**src/rtl/pci_lat_pkg.sv**
```systemverilog
package pci_lat_pkg;
  localparam int BYTE_W = 8;
  localparam logic [7:0] ADDR_PIF = 8'h09;
  localparam logic [7:0] ADDR_CLASS = 8'h0B;
  localparam logic [7:0] ADDR_CLS = 8'h0C;
  localparam logic [7:0] ADDR_LAT = 8'h0D;

  typedef enum logic {MODE_HOST = 1'b0, MODE_AGENT = 1'b1} dev_mode_e;

  typedef struct packed {
    logic [7:0] pif;
    logic [7:0] cls;
  } mode_codes_t;

  function automatic mode_codes_t codes_for(dev_mode_e m);
    mode_codes_t c;
    c.pif = (m == MODE_AGENT) ? 8'h01 : 8'h00;
    c.cls = (m == MODE_AGENT) ? 8'h0E : 8'h06;
    return c;
  endfunction
endpackage

```
**src/rtl/pci_lat_mode.sv**
```systemverilog
module pci_lat_mode
  import pci_lat_pkg::*;
(
  input  logic      clk,
  input  logic      rst,
  input  logic      strap,
  output dev_mode_e mode
);
  dev_mode_e mode_q;

  always_ff @(posedge clk) begin
    if (rst) mode_q <= dev_mode_e'(strap);
  end

  assign mode = mode_q;

  // captured mode moves only on reset edges
  a_r6_mode_held: assert property (@(posedge clk) disable iff (rst)
    !$past(rst) |-> $stable(mode_q));
endmodule

```
**src/rtl/pci_lat_regs.sv**
```systemverilog
module pci_lat_regs
  import pci_lat_pkg::*;
#(
  parameter int GRAN_BITS = 3,
  parameter logic [7:0] CLS_LEGAL = 8'h08
) (
  input  logic              clk,
  input  logic              rst,
  input  dev_mode_e         mode,
  input  logic [7:0]        addr,
  input  logic              we,
  input  logic [7:0]        wdata,
  output logic [7:0]        rdata,
  output logic [7:0]        lat_limit
);
  localparam int HI_W = BYTE_W - GRAN_BITS;

  logic [HI_W-1:0] lat_hi_q;
  logic [7:0]      cls_q;
  mode_codes_t     codes;

  always_ff @(posedge clk) begin
    if (rst) begin
      lat_hi_q <= '0;
      cls_q    <= '0;
    end else if (we) begin
      if (addr == ADDR_LAT) lat_hi_q <= wdata[BYTE_W-1:GRAN_BITS];
      if (addr == ADDR_CLS) cls_q <= (wdata == CLS_LEGAL) ? CLS_LEGAL : 8'h00;
    end
  end

  assign lat_limit = {lat_hi_q, {GRAN_BITS{1'b0}}};
  assign codes = codes_for(mode);

  always_comb begin
    unique case (addr)
      ADDR_PIF:   rdata = codes.pif;
      ADDR_CLASS: rdata = codes.cls;
      ADDR_CLS:   rdata = cls_q;
      ADDR_LAT:   rdata = lat_limit;
      default:    rdata = 8'h00;
    endcase
  end

  // cache-line byte only ever holds 0 or the legal size
  a_r3_cls_legal: assert property (@(posedge clk) disable iff (rst)
    (cls_q == 8'h00) || (cls_q == CLS_LEGAL));
  // an illegal write clears it
  a_r3_bad_write_clears: assert property (@(posedge clk) disable iff (rst)
    (we && addr == ADDR_CLS && wdata != CLS_LEGAL) |=> (cls_q == 8'h00));
endmodule

```
**src/rtl/pci_lat_timer.sv**
```systemverilog
module pci_lat_timer #(
  parameter int CNT_W = 8
) (
  input  logic       clk,
  input  logic       rst,
  input  logic       active,
  input  logic       gnt,
  input  logic [7:0] limit,
  output logic       expired
);
  localparam logic [CNT_W-1:0] CNT_MAX = '1;

  logic [CNT_W-1:0] cnt_q;
  logic [CNT_W:0]   cnt_next;
  logic             exp_q;

  assign cnt_next = {1'b0, cnt_q} + 1'b1;

  always_ff @(posedge clk) begin
    if (rst || !active) begin
      cnt_q <= '0;
      exp_q <= 1'b0;
    end else if (!gnt) begin
      if (cnt_q != CNT_MAX) cnt_q <= cnt_next[CNT_W-1:0];
      if (cnt_next >= (CNT_W+1)'(limit)) exp_q <= 1'b1;
    end
  end

  assign expired = exp_q;

  // idle master clears the flag
  a_r7_idle_clears: assert property (@(posedge clk) disable iff (rst)
    !active |=> !expired);
  // flag is sticky while the transaction lasts
  a_r9_sticky: assert property (@(posedge clk) disable iff (rst)
    (expired && active) |=> expired);
  // the flag only rises after a clock without grant
  a_r8_rise_needs_no_gnt: assert property (@(posedge clk) disable iff (rst)
    $rose(expired) |-> $past(!gnt && active));
endmodule

```
**src/rtl/pci_lat_slice.sv**
```systemverilog
module pci_lat_slice
  import pci_lat_pkg::*;
#(
  parameter int GRAN_BITS = 3,
  parameter int CNT_W = 8,
  parameter logic [7:0] CLS_LEGAL = 8'h08
) (
  input  logic       clk,
  input  logic       rst,
  input  logic       mode_agent,
  input  logic [7:0] cfg_addr,
  input  logic       cfg_we,
  input  logic [7:0] cfg_wdata,
  output logic [7:0] cfg_rdata,
  input  logic       xact_active,
  input  logic       gnt_active,
  output logic       lat_expired
);
  dev_mode_e  mode;
  logic [7:0] lat_limit;

  pci_lat_mode u_mode (
    .clk(clk), .rst(rst), .strap(mode_agent), .mode(mode)
  );

  pci_lat_regs #(.GRAN_BITS(GRAN_BITS), .CLS_LEGAL(CLS_LEGAL)) u_regs (
    .clk(clk), .rst(rst), .mode(mode), .addr(cfg_addr), .we(cfg_we),
    .wdata(cfg_wdata), .rdata(cfg_rdata), .lat_limit(lat_limit)
  );

  pci_lat_timer #(.CNT_W(CNT_W)) u_timer (
    .clk(clk), .rst(rst), .active(xact_active), .gnt(gnt_active),
    .limit(lat_limit), .expired(lat_expired)
  );

  // latency byte low bits read as zero at the port
  a_r2_lat_low_zero: assert property (@(posedge clk) disable iff (rst)
    (cfg_addr == ADDR_LAT) |-> (cfg_rdata[GRAN_BITS-1:0] == '0));
endmodule

```
**config.mk**
```make
export PLATFORM = sky130hd
export DESIGN_NAME = pci_lat_slice
export DESIGN_NICKNAME = d
export VERILOG_FILES = /design/src/rtl/pci_lat_pkg.sv /design/src/rtl/pci_lat_mode.sv /design/src/rtl/pci_lat_regs.sv /design/src/rtl/pci_lat_timer.sv /design/src/rtl/pci_lat_slice.sv
export SDC_FILE = /design/constraint.sdc
export NUM_CORES = 1
export LEC_CHECK = 0
export ABC_AREA = 1
export ABC_CLOCK_PERIOD_IN_PS = 1800
export BUFFER_PORTS_ARGS = -buffer_cell sky130_fd_sc_hd__buf_4
export CORE_MARGIN = 5
export CORE_UTILIZATION = 45
export DETAILED_ROUTE_END_ITERATION = 7
export PLACE_DENSITY = 0.78
export SLEW_MARGIN = 0
export SYNTH_ARGS = -nofsm -noshare
export SYNTH_HDL_FRONTEND = slang
export SYNTH_SLANG_ARGS = --single-unit
```
**constraint.sdc**
```tcl
create_clock -name clk -period 1.8 [get_ports clk]
set_clock_uncertainty 0.2 [all_clocks]
set_input_delay 0.36 -clock clk [delete_from_list [all_inputs] [get_ports clk]]
set_output_delay 0.36 -clock clk [all_outputs]
set_load 0.05 [all_outputs]
```
==> metrics.cfg <==
[critical_path]
r2r-end = u_timer.expired
crit_path_end_kind = flop
r2r_slack_ps = -280
cp-start-kind = flop
crit_type = reg2reg
cp_max_fo = 3
r2r-start = u_timer.cnt_q[0]
worst-r2r-cell-count = 14
cp.arrival_ps = 2120
required_ps = 1840

[synthesis]
synthFlopType = dfxtp_1
post_synth_num_cell_types = 26
ys_warn_count = 0
synth_cells = 143
ys_seq_elements = 16
syn_nets = 172
synth_top_area_cell = dfxtp_1
synth_top_area_frac = 0.302
async_flop_share = 0
synth_common_cells = nand2_1 (28), inv_1 (19), nor2_1 (16)
seq_area_frac_synth = 0.332
synth_most_common_cell = nand2_1
syn_area_um2 = 993
postSynthAreaPerCell_um2 = 6.95
synth_edf_count = 1
synth_area_leaders = dfxtp_1 (30%), nand2_1 (11%), ha_1 (8.8%)

[grt]
grt_pass1_vias = 1142
antenna_found_initial = 0
grt_max_degree = 12
grt_pass1_wl_mm = 4.81
track_usage = 0.186
overflow = 0

[clock_tree]
clock_latency_ps = 290
clockRootBuffer = clkbuf_4
tritoncts = built
cts_buffers = 3
clock_sinks = 16
clkTransAtPathRegs_ps = 100
holdBufCountCts = 0
h-tree-depth = 1
clockBufferDepth = 2

[place]
place_inst = 210
place.gp.congestion = 0.823
dp_hpwl_mm = 2.06
dp_slack_ps = -285
numPortBuffers = 30

[drt]
drtPass1Iterations = 4
vias_per_cell = 5.17
routed_wl_mm = 3.24
drt_iter0_markers = 35
remaining_drc_errors = 0
postRouteAntennaNets = 0
post_drt_wl_per_cell_um = 14.3
num_vias = 1173

[sta]
fmax_mhz = 482
rsz0062_at_grt = yes
relSlewSlack = 0.797
setup_viol = 3
setup_ws_ps = -277
hold_viol = 0
fin_setup_tns_ps = -402
finalCritPeriodShare = 1.15
slew_violations = 0
period_minus_slack_ps = 2080
fin_hold_ws_ps = 16.7
tightest_slew_ps = 301

[final_layout]
drive_gt1_frac = 0.497
syn_to_final_growth_pct = 71.5
insertedDiodeCount = 0
seqCellArea_um2 = 337
nFillCells = 146
finalNonFillerCells = 227
multiInputGateArea_um2 = 752
fin_util = 0.785
fin_nets = 229

[die]
die_y_um = 57.0
fp-row-count = 17
io_pins = 31
core-area_mm2 = 0.00217
fp.dieW_um = 57.0
dieArea_mm2 = 0.00325
initial_utilization = 0.458

[flow_run]
cap_viol_max_count = 0

[min_path]
holdPathStages = 2
hold_start = rst
hp-class = in2reg
min_to = u_regs.cls_q[3]

[outcome]
failed_checks = setup timing
outcome = finished with violations

[power_and_ir_drop]
p_leak_nw = 0.814
p_per_area_mw_per_mm2 = 430
peakVddDrop_mv = 0.414

-- timing repair --
| item | CTS | global route |
|---|---|---|
| setup endpoints to repair | 9 | 6 |
| gates resized for setup | 17 | 38 |
| buffers inserted | 10 | 3 |
| pin swaps | 9 | 14 |
-- metal layers --
| metal | GRT usage | part of all wire | vias to the layer above |
|---|---|---|---|
| met3 | 0.0385 | 0.046 | 15 |
| met2 | 0.326 | 0.50 | 28 |
| li1 | - | - | 577 |
| met5 | 0 | 0 | - |
| met4 | 0.0828 | 0.042 | 0 |
| met1 | 0.216 | 0.41 | 553 |
-- critical path: stages, from the launching register on --
cell and delay, ps:
dfxtp_2 360, ha_4 150, nand2_4 70, nor3_4 120, xor2_1 190, inv_1 100, ha_4 280, nand2_2 50
inv_2 60, nand2_2 50, nor2_2 110, nor2_1 70, nand2_1 70, nand2_2 50, a21oi_2 100
-- how the worst max path moves through the flow --
stage | from | to | slack (ps) | depth (start not counted)
6_report | u_timer.cnt_q[0] | u_timer.expired | -280 | 14
5_1_grt | u_timer.cnt_q[0] | u_timer.expired | -390 | 13
4_1_cts | u_timer.cnt_q[1] | u_timer.expired | -270 | 14
3_5_place_dp | u_timer.cnt_q[1] | u_timer.expired | -280 | 14
3_3_place_gp | u_timer.cnt_q[1] | u_timer.expired | -200 | 14
2_1_floorplan | cfg_addr[5] | cfg_rdata[3] | -310 | 5
-- final cells by class --
type,instances,share of cell area
tap,28,0.0206
multi-input combinational,103,0.441
inverter,21,0.0477
clock buffer,4,0.0154
sequential,16,0.198
timing repair buffer,55,0.278
-- placed cells by master, fill, tap and decap left out, types with 2 or more instances in the layout --
master     n
buf_4     40
nand2_1   20
inv_1     16
buf_6     14
a21oi_1   13
dfxtp_1   12
nor2_1     9
o21ai_0    8
nor2_2     6
nand2_2    5
nand2_4    5
inv_2      4
nor3_4     4
nor2_4     4
ha_1       4
xor2_1     3
nand3_1    3
o21ai_1    3
ha_4       3
clkbuf_4   3
o21bai_1   2
dfxtp_2    2
-- logic make-up after synthesis --
kind of cell             synth area share
AO/OA/AOI/OAI                       0.149
XOR/XNOR                           0.0353
adder cells (fa/ha/maj)            0.0882
buffers and inverters               0.103
flip-flops                          0.332
AND/OR/NAND/NOR                     0.292
-- state kept, by name, summed over array words and instances, names as in the netlist --
name and cells:
u_mode.mode 1, u_regs.cls_q 1, u_timer.expired 1, u_regs.lat_hi_q 5
u_timer.cnt_q 8
-- report_power, final --
part	internal [mW]	switching (mW)	total, mW
Combinational	0.0779	0.0765	0.154
Sequential	0.365	0.00613	0.371
Clock	0.0865	0.120	0.207
-- metrics by stage --
stage | power, mW | area (µm²)
3_3_place_gp | 0.491 | 1370
4_1_cts | 0.708 | 1540
2_1_floorplan | 0.437 | 1040
3_5_place_dp | 0.496 | 1370
6_report | 0.732 | 1700
5_1_grt | 0.771 | 1700
No activity file was read; power rests on OpenSTA's default activity.
